[src/rtl/uart_rep_pkg.sv]
package uart_rep_pkg;
   typedef enum logic [2:0] {
      RX_IDLE, RX_START, RX_DATA, RX_STOP, RX_WAITHI
   } rx_state_e;

   typedef enum logic [1:0] {
      TX_IDLE, TX_START, TX_DATA, TX_STOP
   } tx_state_e;
endpackage

[src/rtl/urp_rx.sv]
module urp_rx #(
   parameter int OVS = 16
) (
   input  logic       clk,
   input  logic       rst_n,
   input  logic       tick,
   input  logic       line_in,
   output logic       byte_vld,
   output logic [7:0] byte_out,
   output logic       frame_bad
);
   import uart_rep_pkg::*;
   localparam int CW   = $clog2(OVS);
   localparam int HALF = OVS / 2;

   rx_state_e      st;
   logic [CW-1:0]  cnt;
   logic [2:0]     bitn;
   logic [7:0]     sh;
   logic [1:0]     sync;
   logic           ln;

   assign ln       = sync[1];
   assign byte_out = sh;

   always_ff @(posedge clk) begin
      if (!rst_n) begin
         sync <= 2'b11;
      end else begin
         sync <= {sync[0], line_in};
      end
   end

   always_ff @(posedge clk) begin
      if (!rst_n) begin
         st        <= RX_IDLE;
         cnt       <= '0;
         bitn      <= '0;
         sh        <= '0;
         byte_vld  <= 1'b0;
         frame_bad <= 1'b0;
      end else begin
         byte_vld  <= 1'b0;
         frame_bad <= 1'b0;
         if (tick) begin
            case (st)
               RX_IDLE: if (!ln) begin
                  st  <= RX_START;
                  cnt <= '0;
               end
               RX_START: begin
                  if (cnt == CW'(HALF - 1)) begin
                     cnt  <= '0;
                     bitn <= '0;
                     st   <= ln ? RX_IDLE : RX_DATA;
                  end else begin
                     cnt <= cnt + 1'b1;
                  end
               end
               RX_DATA: begin
                  if (cnt == CW'(OVS - 1)) begin
                     cnt <= '0;
                     sh  <= {ln, sh[7:1]};
                     if (bitn == 3'd7) st <= RX_STOP;
                     else bitn <= bitn + 1'b1;
                  end else begin
                     cnt <= cnt + 1'b1;
                  end
               end
               RX_STOP: begin
                  if (cnt == CW'(OVS - 1)) begin
                     cnt <= '0;
                     if (ln) begin
                        byte_vld <= 1'b1;
                        st       <= RX_IDLE;
                     end else begin
                        frame_bad <= 1'b1;
                        st        <= RX_WAITHI;
                     end
                  end else begin
                     cnt <= cnt + 1'b1;
                  end
               end
               default: if (ln) st <= RX_IDLE;
            endcase
         end
      end
   end


   rx_exclusive_chk: assert property (@(posedge clk) disable iff (!rst_n)
      !(byte_vld && frame_bad));
endmodule

[src/rtl/urp_fifo.sv]
module urp_fifo #(
   parameter int W     = 8,
   parameter int DEPTH = 8,
   parameter int LW    = $clog2(DEPTH + 1)
) (
   input  logic          clk,
   input  logic          rst_n,
   input  logic          push,
   input  logic [W-1:0]  din,
   input  logic          pop,
   output logic [W-1:0]  dout,
   output logic [LW-1:0] level,
   output logic          full,
   output logic          empty
);
   localparam int AW = (DEPTH > 1) ? $clog2(DEPTH) : 1;

   logic [W-1:0]  mem [DEPTH];
   logic [AW-1:0] wp, rp;
   logic          do_push, do_pop;

   assign full    = (level == LW'(DEPTH));
   assign empty   = (level == '0);
   assign do_push = push && !full;
   assign do_pop  = pop && !empty;
   assign dout    = mem[rp];

   for (genvar i = 0; i < DEPTH; i++) begin : g_slot
      always_ff @(posedge clk) begin
         if (do_push && wp == AW'(i)) mem[i] <= din;
      end
   end

   always_ff @(posedge clk) begin
      if (!rst_n) begin
         wp    <= '0;
         rp    <= '0;
         level <= '0;
      end else begin
         if (do_push) wp <= (wp == AW'(DEPTH - 1)) ? '0 : wp + 1'b1;
         if (do_pop)  rp <= (rp == AW'(DEPTH - 1)) ? '0 : rp + 1'b1;
         case ({do_push, do_pop})
            2'b10:   level <= level + 1'b1;
            2'b01:   level <= level - 1'b1;
            default: level <= level;
         endcase
      end
   end


   level_bound_chk: assert property (@(posedge clk) disable iff (!rst_n)
      level <= LW'(DEPTH));

   pop_nonempty_chk: assert property (@(posedge clk) disable iff (!rst_n)
      pop |-> !empty);
endmodule

[src/rtl/urp_tx.sv]
module urp_tx #(
   parameter int OVS         = 16,
   parameter int MIN_STOP    = 8,
   parameter int TRIM_THRESH = 1,
   parameter int TRIM_STEP   = 2,
   parameter int LW          = 4
) (
   input  logic          clk,
   input  logic          rst_n,
   input  logic          tick,
   input  logic          have_data,
   input  logic [7:0]    din,
   input  logic [LW-1:0] level,
   output logic          pop,
   output logic          line_out
);
   import uart_rep_pkg::*;
   localparam int CW = $clog2(OVS);

   tx_state_e     st;
   logic [CW-1:0] cnt, stop_last, stop_calc;
   logic [2:0]    bitn;
   logic [7:0]    sh;
   logic          stop_end;

   always_comb begin
      int shrink;
      shrink = 0;
      if (int'(level) <= TRIM_THRESH) begin
         stop_calc = CW'(OVS - 1);
      end else begin
         shrink = (int'(level) - TRIM_THRESH) * TRIM_STEP;
         if (shrink >= OVS - MIN_STOP) stop_calc = CW'(MIN_STOP - 1);
         else stop_calc = CW'(OVS - 1 - shrink);
      end
   end

   assign stop_end = (st == TX_STOP) && (cnt == stop_last);
   assign pop      = tick && have_data && ((st == TX_IDLE) || stop_end);

   always_ff @(posedge clk) begin
      if (!rst_n) begin
         st        <= TX_IDLE;
         cnt       <= '0;
         bitn      <= '0;
         sh        <= '0;
         stop_last <= CW'(OVS - 1);
         line_out  <= 1'b1;
      end else if (tick) begin
         if (pop) begin
            sh       <= din;
            line_out <= 1'b0;
            st       <= TX_START;
            cnt      <= '0;
         end else begin
            case (st)
               TX_START: begin
                  if (cnt == CW'(OVS - 1)) begin
                     line_out <= sh[0];
                     st       <= TX_DATA;
                     cnt      <= '0;
                     bitn     <= '0;
                  end else cnt <= cnt + 1'b1;
               end
               TX_DATA: begin
                  if (cnt == CW'(OVS - 1)) begin
                     cnt <= '0;
                     if (bitn == 3'd7) begin
                        line_out  <= 1'b1;
                        st        <= TX_STOP;
                        stop_last <= stop_calc;
                     end else begin
                        bitn     <= bitn + 1'b1;
                        line_out <= sh[1];
                        sh       <= {1'b0, sh[7:1]};
                     end
                  end else cnt <= cnt + 1'b1;
               end
               TX_STOP: begin
                  if (stop_end) begin
                     cnt <= '0;
                     st  <= TX_IDLE;
                  end else cnt <= cnt + 1'b1;
               end
               default: st <= TX_IDLE;
            endcase
         end
      end
   end


   tx_tick_gate_chk: assert property (@(posedge clk) disable iff (!rst_n)
      !tick |=> $stable(line_out));

   stop_floor_chk: assert property (@(posedge clk) disable iff (!rst_n)
      (st == TX_STOP) |-> (stop_last >= CW'(MIN_STOP - 1)));

   stop_high_chk: assert property (@(posedge clk) disable iff (!rst_n)
      (st == TX_STOP) |-> line_out);
endmodule

[src/rtl/uart_repeater.sv]
module uart_repeater #(
   parameter int DEPTH       = 8,
   parameter int OVS         = 16,
   parameter int MIN_STOP    = 8,
   parameter int TRIM_THRESH = 1,
   parameter int TRIM_STEP   = 2,
   parameter int HOLD_LEVEL  = 7,
   parameter bit HOLD_EN     = 1'b1
) (
   input  logic clk,
   input  logic rst_n,
   input  logic rx_tick,
   input  logic tx_tick,
   input  logic rx_line,
   output logic tx_line,
   output logic hold_off,
   output logic ovf_flag,
   output logic frame_err,
   input  logic err_clr
);
   localparam int LW = $clog2(DEPTH + 1);

   if (OVS < 4 || (OVS % 2) != 0) begin : g_bad_ovs
      $error("OVS must be even and at least 4");
   end
   if (MIN_STOP < 1 || MIN_STOP > OVS) begin : g_bad_min
      $error("MIN_STOP out of range");
   end
   if (DEPTH < 2 || HOLD_LEVEL > DEPTH) begin : g_bad_depth
      $error("DEPTH or HOLD_LEVEL out of range");
   end

   logic          rx_vld, rx_bad, f_full, f_empty, f_pop;
   logic [7:0]    rx_byte, f_dout;
   logic [LW-1:0] f_level;

   urp_rx #(.OVS(OVS)) u_rx (
      .clk(clk), .rst_n(rst_n), .tick(rx_tick), .line_in(rx_line),
      .byte_vld(rx_vld), .byte_out(rx_byte), .frame_bad(rx_bad)
   );

   urp_fifo #(.W(8), .DEPTH(DEPTH), .LW(LW)) u_fifo (
      .clk(clk), .rst_n(rst_n), .push(rx_vld && !f_full), .din(rx_byte),
      .pop(f_pop), .dout(f_dout), .level(f_level), .full(f_full),
      .empty(f_empty)
   );

   urp_tx #(.OVS(OVS), .MIN_STOP(MIN_STOP), .TRIM_THRESH(TRIM_THRESH),
            .TRIM_STEP(TRIM_STEP), .LW(LW)) u_tx (
      .clk(clk), .rst_n(rst_n), .tick(tx_tick), .have_data(!f_empty),
      .din(f_dout), .level(f_level), .pop(f_pop), .line_out(tx_line)
   );

   always_ff @(posedge clk) begin
      if (!rst_n) begin
         ovf_flag  <= 1'b0;
         frame_err <= 1'b0;
      end else begin
         if (rx_vld && f_full) ovf_flag <= 1'b1;
         else if (err_clr)     ovf_flag <= 1'b0;
         if (rx_bad)           frame_err <= 1'b1;
         else if (err_clr)     frame_err <= 1'b0;
      end
   end

   if (HOLD_EN) begin : g_hold
      assign hold_off = (f_level >= LW'(HOLD_LEVEL));

      hold_full_chk: assert property (@(posedge clk) disable iff (!rst_n)
         f_full |-> hold_off);
   end else begin : g_nohold
      assign hold_off = 1'b0;
   end


   ovf_sticky_chk: assert property (@(posedge clk) disable iff (!rst_n)
      (ovf_flag && !err_clr) |=> ovf_flag);

   ferr_sticky_chk: assert property (@(posedge clk) disable iff (!rst_n)
      (frame_err && !err_clr) |=> frame_err);
endmodule

[config.mk]
export PLATFORM = sky130hd
export DESIGN_NAME = uart_repeater
export DESIGN_NICKNAME = d
export VERILOG_FILES = /design/src/rtl/uart_rep_pkg.sv /design/src/rtl/urp_rx.sv /design/src/rtl/urp_fifo.sv /design/src/rtl/urp_tx.sv /design/src/rtl/uart_repeater.sv
export SDC_FILE = /design/constraint.sdc
export NUM_CORES = 1
export LEC_CHECK = 0
export BUFFER_PORTS_ARGS = -buffer_cell sky130_fd_sc_hd__buf_2
export CAP_MARGIN = 20
export CORE_ASPECT_RATIO = 0.6
export CORE_MARGIN = 2
export CORE_UTILIZATION = 30
export CTS_CLUSTER_DIAMETER = 150
export DETAILED_ROUTE_END_ITERATION = 6
export GPL_ROUTABILITY_DRIVEN = 0
export HOLD_SLACK_MARGIN = 0.15
export PLACE_DENSITY_LB_ADDON = 0.12
export SKIP_LAST_GASP = 1
export SYNTH_ARGS = -nofsm -noshare
export SYNTH_HDL_FRONTEND = slang
export SYNTH_SLANG_ARGS = --single-unit
[constraint.sdc]
create_clock -name clk -period 2.31 [get_ports clk]
set_input_delay 0.462 -clock clk [delete_from_list [all_inputs] [get_ports clk]]
set_output_delay 0.462 -clock clk [all_outputs]
set_load 0.02 [all_outputs]
* After elaboration in Yosys (flattened, before gate mapping)
Memories as Yosys holds them, arrays and structs flattened. A register that Yosys moved wholly into a read port is not among the register bits.
Index checks and enable logic that the tools add are counted.
** Storage, ports and cells
- Register bits :: 56
- Bits in latches :: 0
- RAM bits :: 64
- ROM bits :: 0
- Input bits :: 6
- Output and inout bits :: 4
- Logic and storage cells :: 212
- Memories :: 1
** Cells by class
- $add $sub $neg :: 10
- Multipliers :: 0
- Div/mod/pow operators :: 0
- $lt $le $gt $ge :: 3
- Equal/unequal tests :: 37
- Shifts and indexed selects :: 0
- Mux-type cells :: 89
- Bitwise operators :: 1
- Reduce and logical (&&, ||, !) cells :: 53
** Memories
- u_fifo.mem :: depth 8, bits a word 8, read ports 1, clocked after memory_dff 1, write ports 1, RTL line urp_fifo.sv:18 : logic [W-1:0] mem [DEPTH];
** Operators with widths (count)
- $mux 8 :: 11
- $mux 3 :: 24
- $reduce_or 8->1 :: 7
- $mux 1 :: 32
- $mux 4 :: 8
- $eq 3x3->1 const B :: 7
- $pmux 4 s2 :: 2
- $logic_and 1x1->1 :: 15
- $reduce_and 5->1 :: 3
- $reduce_bool 2->1 :: 7
- $add 3x1->3 const B :: 4
- $add 4x1->4 const B :: 3
- $eq 3x2->1 const B :: 4
- $eq 4x4->1 const B :: 3
- $mux 2 :: 6
- $ne 2x1->1 const B :: 6
- $ne 3x2->1 const B :: 4
- $pmux 3 s2 :: 2
- $pmux 3 s4 :: 1
- $pmux 4 s3 :: 1
- $reduce_and 4->1 :: 3
- $reduce_bool 3->1 :: 3
- $ne 2x2->1 const B :: 4
- $reduce_and 7->1 :: 1
- other kinds (24) :: 32

* Depth between registers and ports, before layout
Gate-level depths: netlist of the first run.
- Word-level depth :: 15
- Gate-level depth with buffers :: 11
- Gate-level depth less buffers :: 11

* Hierarchy
From an unflattened synthesis of the first run, not the netlist that was laid out.
** Unflattened totals
- Cells, all modules :: 457
- Area, all modules :: 5724.2 um2
** Modules (own cells, without submodules)
- urp_fifo :: times used 1, cells each 175, area each 3233.1 um2, sequential area each 2182.1 um2
- urp_tx :: times used 1, cells each 166, area each 1360.1 um2, sequential area each 420.4 um2
- urp_rx :: times used 1, cells each 106, area each 1037.2 um2, sequential area each 440.4 um2
- uart_repeater :: times used 1, cells each 10, area each 93.8 um2, sequential area each 40.0 um2

* Worst setup path before layout of the first run
No wires, ideal clock.
- Path kind :: register to register
- From :: register u_fifo.level[0]
- To :: register u_fifo.level[2]
- Library setup time :: 70 ps
- Data arrival time :: 2187 ps
- Required time :: 2240 ps
- Setup slack :: 53 ps
- Cell stages (with the launch flop) :: 10
- Buffers on the path :: 0
- Period minus slack after synthesis :: 2257 ps
- Cell sequence :: dfxtp_1 inv_1 ha_1 or3b_1 and2_1 nand2_2 inv_2 ha_1 or3_1 a21oi_1
** On the way
- Cells in the longest elaborated chain, start to end :: 7
- Elaborated cells between the ends (all ways) :: 15
- Classes of those cells :: add/sub (2); eq/ne (3); mux (1); reduce/logical (9)
** Ends and longest elaborated chain
- start: declaration :: RTL line urp_fifo.sv:12 : output logic [LW-1:0] level,
- start signal: assignment :: RTL line urp_fifo.sv:43 : 2'b10: level <= level + 1'b1;
- start signal: assignment :: RTL line urp_fifo.sv:44 : 2'b01: level <= level - 1'b1;
- start signal: assignment :: RTL line urp_fifo.sv:45 : default: level <= level;
- $logic_not 4->1 :: RTL line urp_fifo.sv:23 : assign empty = (level == '0);
- $logic_not 1->1 :: RTL line urp_fifo.sv:25, uart_repeater.sv:50
- $logic_and 1x1->1 (2 in series) :: RTL line urp_tx.sv:39 : assign pop = tick && have_data && ((st == TX_IDLE) || stop_end);
- $logic_and 1x1->1 :: RTL line urp_fifo.sv:25 : assign do_pop = pop && !empty;
- $eq 2x1->1 or $eq 2x2->1 (tied branches) :: RTL line urp_fifo.sv:42 : case ({do_push, do_pop})
- $pmux 4 s2 or $reduce_bool 2->1 (tied branches)
Several ways; a longest one is shown, not always the timed one.
A chain may end at the register's enable or synchronous reset.

* Worst setup path in the final report of the first run
- From :: register u_tx.st[1]
- To :: register u_fifo.level[2]
** On the way
- Cells in the longest elaborated chain, start to end :: 7
- Elaborated cells between the ends (all ways) :: 10
- Classes of those cells :: eq/ne (3); mux (1); reduce/logical (6)
** Ends and longest elaborated chain
- start: declaration :: RTL line urp_tx.sv:20 : tx_state_e st;
- start signal: assignment :: RTL line urp_tx.sv:43 : st <= TX_IDLE;
- start signal: assignment :: RTL line urp_tx.sv:53 : st <= TX_START;
- start signal: assignment :: RTL line urp_tx.sv:60 : st <= TX_DATA;
- $eq 2x2->1 :: RTL line urp_tx.sv:38 : assign stop_end = (st == TX_STOP) && (cnt == stop_last);
- $logic_and 1x1->1 :: RTL line urp_tx.sv:38
- $logic_or 1x1->1 * :: RTL line urp_tx.sv:39
- $logic_and 1x1->1 * :: RTL line urp_tx.sv:39
- $logic_and 1x1->1 * :: RTL line urp_fifo.sv:25
- $eq 2x1->1 or $eq 2x2->1 (tied branches) :: RTL line urp_fifo.sv:42
- $pmux 4 s2 or $reduce_bool 2->1 (tied branches)
Every way passes the cells marked *; elsewhere a longest branch is shown, timed or not.

==> impl_metrics.tcl, run 1 <==
set metrics [dict create \
    outcome "finished, final reports clean" \
    slew_viol_final 0 \
    syn_nets 476 \
    ant_nets 0 \
    via_per_inst 4.78 \
    synthToLayoutAreaGrowth_pct 20.1 \
    cts.root.buffer_cell "clkbuf_16" \
    syn_area_mm2 0.00546 \
    dieHeight_um 108 \
    critPathKind "reg2reg" \
    diodes 0 \
    ys_ff_latch 122 \
    die_w_um 178 \
    holdCritPathClass "in2reg" \
    place_hpwl_um 8070 \
    clk_pin_slew_ps 60 \
    finalHoldViolations 0 \
    coreArea_mm2 0.0179 \
    synthFlopType "edfxtp_1" \
    internal_power_uw 4150 \
    required_ps 2640 \
    grt-ovfl-total 0 \
    combPwrFrac_pct 7.1 \
    cts_tree "built" \
    wl_per_cell_um 16.2 \
    start_util_pct 30.5 \
    reg2reg_depth 8 \
    ios 10 \
    drtPass1Iterations 4 \
    worst_pin_slew_ps 551 \
    ff_latch_area_mm2 0.00308 \
    num_rows 38 \
    slowest_delay_ps 410 \
    clkPwrFrac_pct 50.0 \
    die-area_mm2 0.0193 \
    antenna_found_initial 0 \
    multi_input_area_mm2 0.00224 \
    hold-path-cell-count 2 \
    drive_above_1_share_pct 19.9 \
    fin_tns_setup_ps 0 \
    fmax_mhz 462 \
    ir_worst_vdd_uv 465 \
    crit_chain "ha_1 -> nand2_1 -> o41ai_4 -> nand2_2 -> inv_2 -> ha_2 -> or3_1 -> a21oi_1" \
    rsz0062_at_grt "no" \
    numCtsBuffers 17 \
    fin_nets 510 \
    pwr_density_cell_mw_per_mm2 825 \
    grt_pass1_wl_um 19100 \
    cts_buffer_depth 2 \
    grt_max_degree 27 \
    setup_violations 0 \
    worst_path_max_delay_cell "dfxtp_1" \
    timing.final.crit_share_pct 93.7 \
    worst_setup_path_start_kind "register" \
    fillerInstances 1719 \
    period_needed_ps 2160 \
    cts-hold-fix-buffers 0 \
    postLayoutCoreUtil_pct 36.6 \
    cap_viol_max_count 0 \
    cp.arrival_ps 2490 \
    io_buffers 9 \
    synthCells 446 \
    pwr-share-seq_pct 42.9 \
    ys_seq_area_share_pct 56.5 \
    dr_total_vias 3501 \
    drtIter0Drc 228 \
    grt.total_usage_pct 13.4 \
    maxSlewHeadroom_pct 62.9 \
    switchingPower_uw 1250 \
    power_leakage_uw 0.00246 \
    drc 0 \
    cp-end-kind "register" \
    grt_pass1_vias 3393 \
    critPathMaxFanout 6 \
    synthArstFlopShare_pct 0 \
    routed_wl_um 11900 \
    fin_worst_skew_ps 9.38 \
    synth_warnings 0 \
    htreeDepth 4 \
    synth_edf_count 64 \
    post_cts_buffers 0 \
    switching_share_pct 23.2 \
    clkLatencyLatePin_ps 410 \
    cts.sinks 122 \
    synth_cell_types 56 \
    syn_avg_cell_area_um2 12.2 \
]
-- layer usage --
| metal | global-route usage (%) | share of wire [%] |
|---|---|---|
| met1 | 20.7 | 56 |
| met2 | 17.9 | 40 |
| met3 | 4.22 | 4.0 |
| met4 | 2.99 | 0.46 |
| met5 | 0 | 0 |
-- what timing repair did --
action                                 CTS  global route
gates resized for setup                  0             2
endpoints found under the hold margin    0             0
setup endpoints to repair                0             1
-- per-stage QoR --
| stage | setup WS (ps) | instance area, um^2 | hold slack [ps] | instances | power (uW) |
|---|---|---|---|---|---|
| global placement | 152 | 5940 | 395 | 701 | 2740 |
| global route | 8.64 | 6560 | 218 | 733 | 5630 |
| detailed placement | 106 | 5940 | 404 | 701 | 2740 |
| CTS | 78.1 | 6540 | 219 | 733 | 5480 |
| floorplan | 52.7 | 5460 | 386 | 446 | 2630 |
| finish | 146 | 6560 | 235 | 733 | 5410 |
-- synthesized netlist by cell type (2+ instances only) --
library cell / n / area [um^2]
a211o_1: 4 / 35.0
a211oi_1: 10 / 75.1
a21o_1: 2 / 15.0
a21oi_1: 26 / 130
a31oi_1: 8 / 50.1
and2_1: 6 / 37.5
and3_1: 11 / 68.8
buf_1: 3 / 11.3
buf_2: 9 / 45.0
clkbuf_1: 9 / 33.8
dfxtp_1: 58 / 1160
edfxtp_1: 64 / 1920
ha_1: 24 / 300
inv_1: 14 / 52.6
inv_2: 2 / 7.51
mux2_2: 3 / 33.8
mux2i_1: 19 / 190
mux4_2: 16 / 360
nand2_1: 28 / 105
nand2b_1: 7 / 43.8
nand3_1: 11 / 55.1
nand3b_1: 8 / 60.1
nand4_1: 2 / 12.5
nor2_1: 35 / 131
nor2b_1: 11 / 68.8
nor3_1: 7 / 35.0
nor3b_1: 2 / 15.0
nor4b_1: 2 / 17.5
o2111ai_1: 2 / 17.5
o21ai_0: 7 / 35.0
o21ai_1: 2 / 10.0
o31a_1: 4 / 35.0
or3_1: 2 / 12.5
or4_1: 2 / 15.0
xor2_1: 5 / 43.8
-- power by group through the flow --
stage	Combinational (uW)	Clock, uW	Sequential [uW]
floorplan	265	0	2370
detailed placement	377	0	2360
CTS	379	2780	2320
global route	427	2880	2320
global placement	379	0	2360
finish	382	2710	2320
-- worst max-delay path: cells and delay by family (launching register included) --
family          cells  cell delay [ps]
buf+inv             1               80
simple gates        3              580
compound gates      2              490
flops               1              410
fa+ha+maj           2              530
-- path summary, 6_finish.rpt --
path	start	slack [ps]	end
max	u_tx.st[1]	150	u_fifo.level[2]
min	rx_line	230	u_rx.sync[0]
max reg2reg	u_tx.st[1]	150	u_fifo.level[2]
min reg2reg	u_rx.sync[0]	420	u_rx.sync[1]
-- cell type report --
class	instances	area share [%]
Clock inverter	14	2.61
Inverter	16	0.916
Multi-Input combinational cell	287	34.2
Clock buffer	18	6.55
Sequential cell	122	47.0
Tap cell	240	4.58
Timing Repair Buffer	36	4.16
-- cells in the final DEF (no fill, tap or decap), types with 3 or more instances in the layout --
cell,netlist,layout
a21oi_1,26,26
mux2_2,3,3
o31a_1,4,4
nand3_1,11,11
bufinv_16,0,3
o21ai_0,7,7
a211oi_1,10,10
inv_6,0,3
mux4_2,16,16
nand3b_1,8,8
inv_1,14,14
and2_1,6,6
mux2i_1,19,19
xor2_1,5,5
dfxtp_1,58,58
nor2b_1,11,11
nand2_1,28,28
clkinvlp_4,0,3
buf_4,0,25
ha_1,24,23
a31oi_1,8,8
edfxtp_1,64,64
clkinv_2,0,3
and3_1,11,11
nor2_1,35,35
a211o_1,4,4
buf_2,9,9
nand2b_1,7,7
nor3_1,7,7
clkbuf_16,0,17
-- state kept, by name, indices dropped and copies added, names as in the netlist, 4 cells and up, named ones only --
register and cells:
u_fifo.mem 64, u_fifo.level 4, u_rx.byte_out 8, u_tx.sh 8
u_rx.cnt 4, u_tx.cnt 4
-- cell families (layout without fill, tap and decap cells) --
kind of cell               count (synthesis)  in the layout  share of synthesized area, %
DFF                                      122            122                          56.5
adders and majority gates                 24             24                          5.50
AOI/OAI and AO/OA                         74             74                          9.40
buffers and inverters                     37             84                          2.75
xor gates and xnor gates                   6              6                         0.963
and+or+nand+nor                          145            145                          14.2
muxes                                     38             38                          10.7
Note: power is estimated with default switching activity, not from simulation.
==> run 2: changes to the inputs <==
- CORE_UTILIZATION: 30 -> 35
==> run 2 against run 1 <==
Compared with the run above: non-clock buffer count is 2 lower; sequential cell count stayed put; cell count is 5.3% lower; setup slack worse by 1.8 ps; first-iteration DRC count is 22% lower; register-to-register slack hardly changed; combinational power is 2% higher; power is 2.5% higher; sequential share of layout area is 0.16 points higher; design area is 0.31% lower; hold slack worse by 1.1 ps; global-route usage is 2.3 points higher; critical path type unchanged.
==> impl_metrics.tcl, run 2 (synthesis gave the netlist of run 1 again) <==
set metrics [dict create \
    cap_viol_max_count 0 \
    fillerInstances 1417 \
    mostFrequentLayoutCell "edfxtp_1" \
    postLayoutCoreUtil_pct 42.8 \
    start_util_pct 35.7 \
    diodes 0 \
    power_leakage_uw 0.00245 \
    fmax_mhz 462 \
    drive_above_1_share_pct 20.0 \
    outcome "finished, final reports clean" \
    numCtsBuffers 17 \
    layout_common_cells "64 x edfxtp_1, 57 x dfxtp_1, 35 x nor2_1" \
    grt_use_met2_pct 21.4 \
    worst_path_max_delay_cell "dfxtp_1" \
    dr_total_vias 3534 \
    crit_chain "ha_1 -> nand2_1 -> o41ai_4 -> nand2_2 -> inv_2 -> ha_2 -> or3_1 -> a21oi_1" \
    place_ws_ps 97.0 \
    timing.final.crit_share_pct 93.8 \
    pwr_density_cell_mw_per_mm2 848 \
    placed_area_mm2 0.00588 \
    cts.sinks 122 \
    htreeDepth 4 \
    fin_worst_skew_ps 10.3 \
    grt.total_usage_pct 15.7 \
    cts.root.buffer_cell "clkbuf_16" \
    maxSlewHeadroom_pct 37.6 \
    hold-path-cell-count 2 \
    via_per_inst 5.09 \
    required_ps 2630 \
    num_rows 35 \
    slowest_delay_ps 400 \
    worst_setup_path_start_kind "register" \
    dieHeight_um 101 \
    cts_buffer_depth 2 \
    grt-busiest-layer "met1" \
    largest_reg_flops 64 \
    whs_ps 233 \
    die-area_mm2 0.0166 \
    worst_slack_ps 144 \
    coreArea_mm2 0.0153 \
    grtUsageMet1_pct 24.1 \
    reg2reg_depth 8 \
    slew_viol_final 0 \
    cts_tree "built" \
    critPathMaxFanout 6 \
    grt-ovfl-total 0 \
    period_needed_ps 2170 \
    critPathKind "reg2reg" \
    routed_wl_um 11900 \
    worst_pin_slew_ps 935 \
    finalInstanceArea_mm2 0.00654 \
    synthToLayoutAreaGrowth_pct 19.7 \
    wl_per_cell_um 17.1 \
    setup_violations 0 \
    ir_worst_vdd_uv 534 \
    grt_pass1_wl_um 19300 \
    drtPass1Iterations 4 \
    die_w_um 165 \
    cts-hold-fix-buffers 0 \
    antenna_found_initial 0 \
    grt_max_degree 47 \
    io_buffers 9 \
    place_hpwl_um 8040 \
    holdCritPathClass "in2reg" \
    drtIter0Drc 177 \
    drc 0 \
    grt_pass1_vias 3501 \
    cp-end-kind "register" \
    ios 10 \
    ant_nets 0 \
    cp.arrival_ps 2490 \
    clk_pin_slew_ps 60 \
    top_register "u_fifo.mem" \
    finalHoldViolations 0 \
    fin_nets 508 \
    gr-usage-met3_pct 4.32 \
    clkLatencyLatePin_ps 410 \
]
run 2: cell types whose count changed in the layout (fill, tap and decap cells not counted), moves of 2 or more:
cell	delta
clkinv_1	+2
buf_4	-2
clkinv_4	-2
inv_6	-3
bufinv_16	+2
run 2: cell type report:
| cell class | instances | area, um^2 | share of cell area, % |
|---|---|---|---|
| tap | 203 | 254 | 3.89 |
| sequential | 122 | 3080 | 47.2 |
| inverter | 16 | 60.1 | 0.919 |
| clock inverter | 14 | 203 | 3.10 |
| timing repair buffer | 34 | 258 | 3.94 |
| clock buffer | 18 | 429 | 6.57 |
| multi-input combinational | 287 | 2250 | 34.4 |
run 2: worst paths after layout:
path	from	endpoint	slack (ps)
max reg2reg	u_tx.st[1]	u_fifo.level[2]	140
min reg2reg	u_rx.sync[0]	u_rx.sync[1]	420
max	u_tx.st[1]	u_fifo.level[2]	140
min	rx_line	u_rx.sync[0]	230
run 2: routing by layer:
layer / vias up / part of all wire, %
met2: 62 / 40
met3: 12 / 5.4
met5: - / 0
met1: 1731 / 54
li1: 1729 / -
met4: 0 / 0.99
run 2: timing repair:
item                       4_1_cts  5_1_grt
setup buffers                    0        0
resized for setup                0        6
setup endpoints to repair        0        2
run 2: stage by stage:
step / setup TNS [ps] / cells / total power, uW
floorplan: 0 / 446 / 2630
global placement: 0 / 662 / 2740
detailed placement: 0 / 662 / 2750
CTS: 0 / 694 / 5600
global route: -9.33 / 694 / 5760
finish: 0 / 694 / 5540
run 2: power by group:
group          switching, uW  internal, uW
clock network            936          1900
registers               27.1          2290
logic                    225           165
total                   1190          4360
run 2: worst max-delay path: cells and delay by family, from the launching register on:
family | cells | cell delay, ps
adder cells (fa/ha/maj) | 2 | 530
AO/OA/AOI/OAI | 2 | 500
buffers and inverters | 1 | 90
flip-flops | 1 | 400
AND/OR/NAND/NOR | 3 | 570
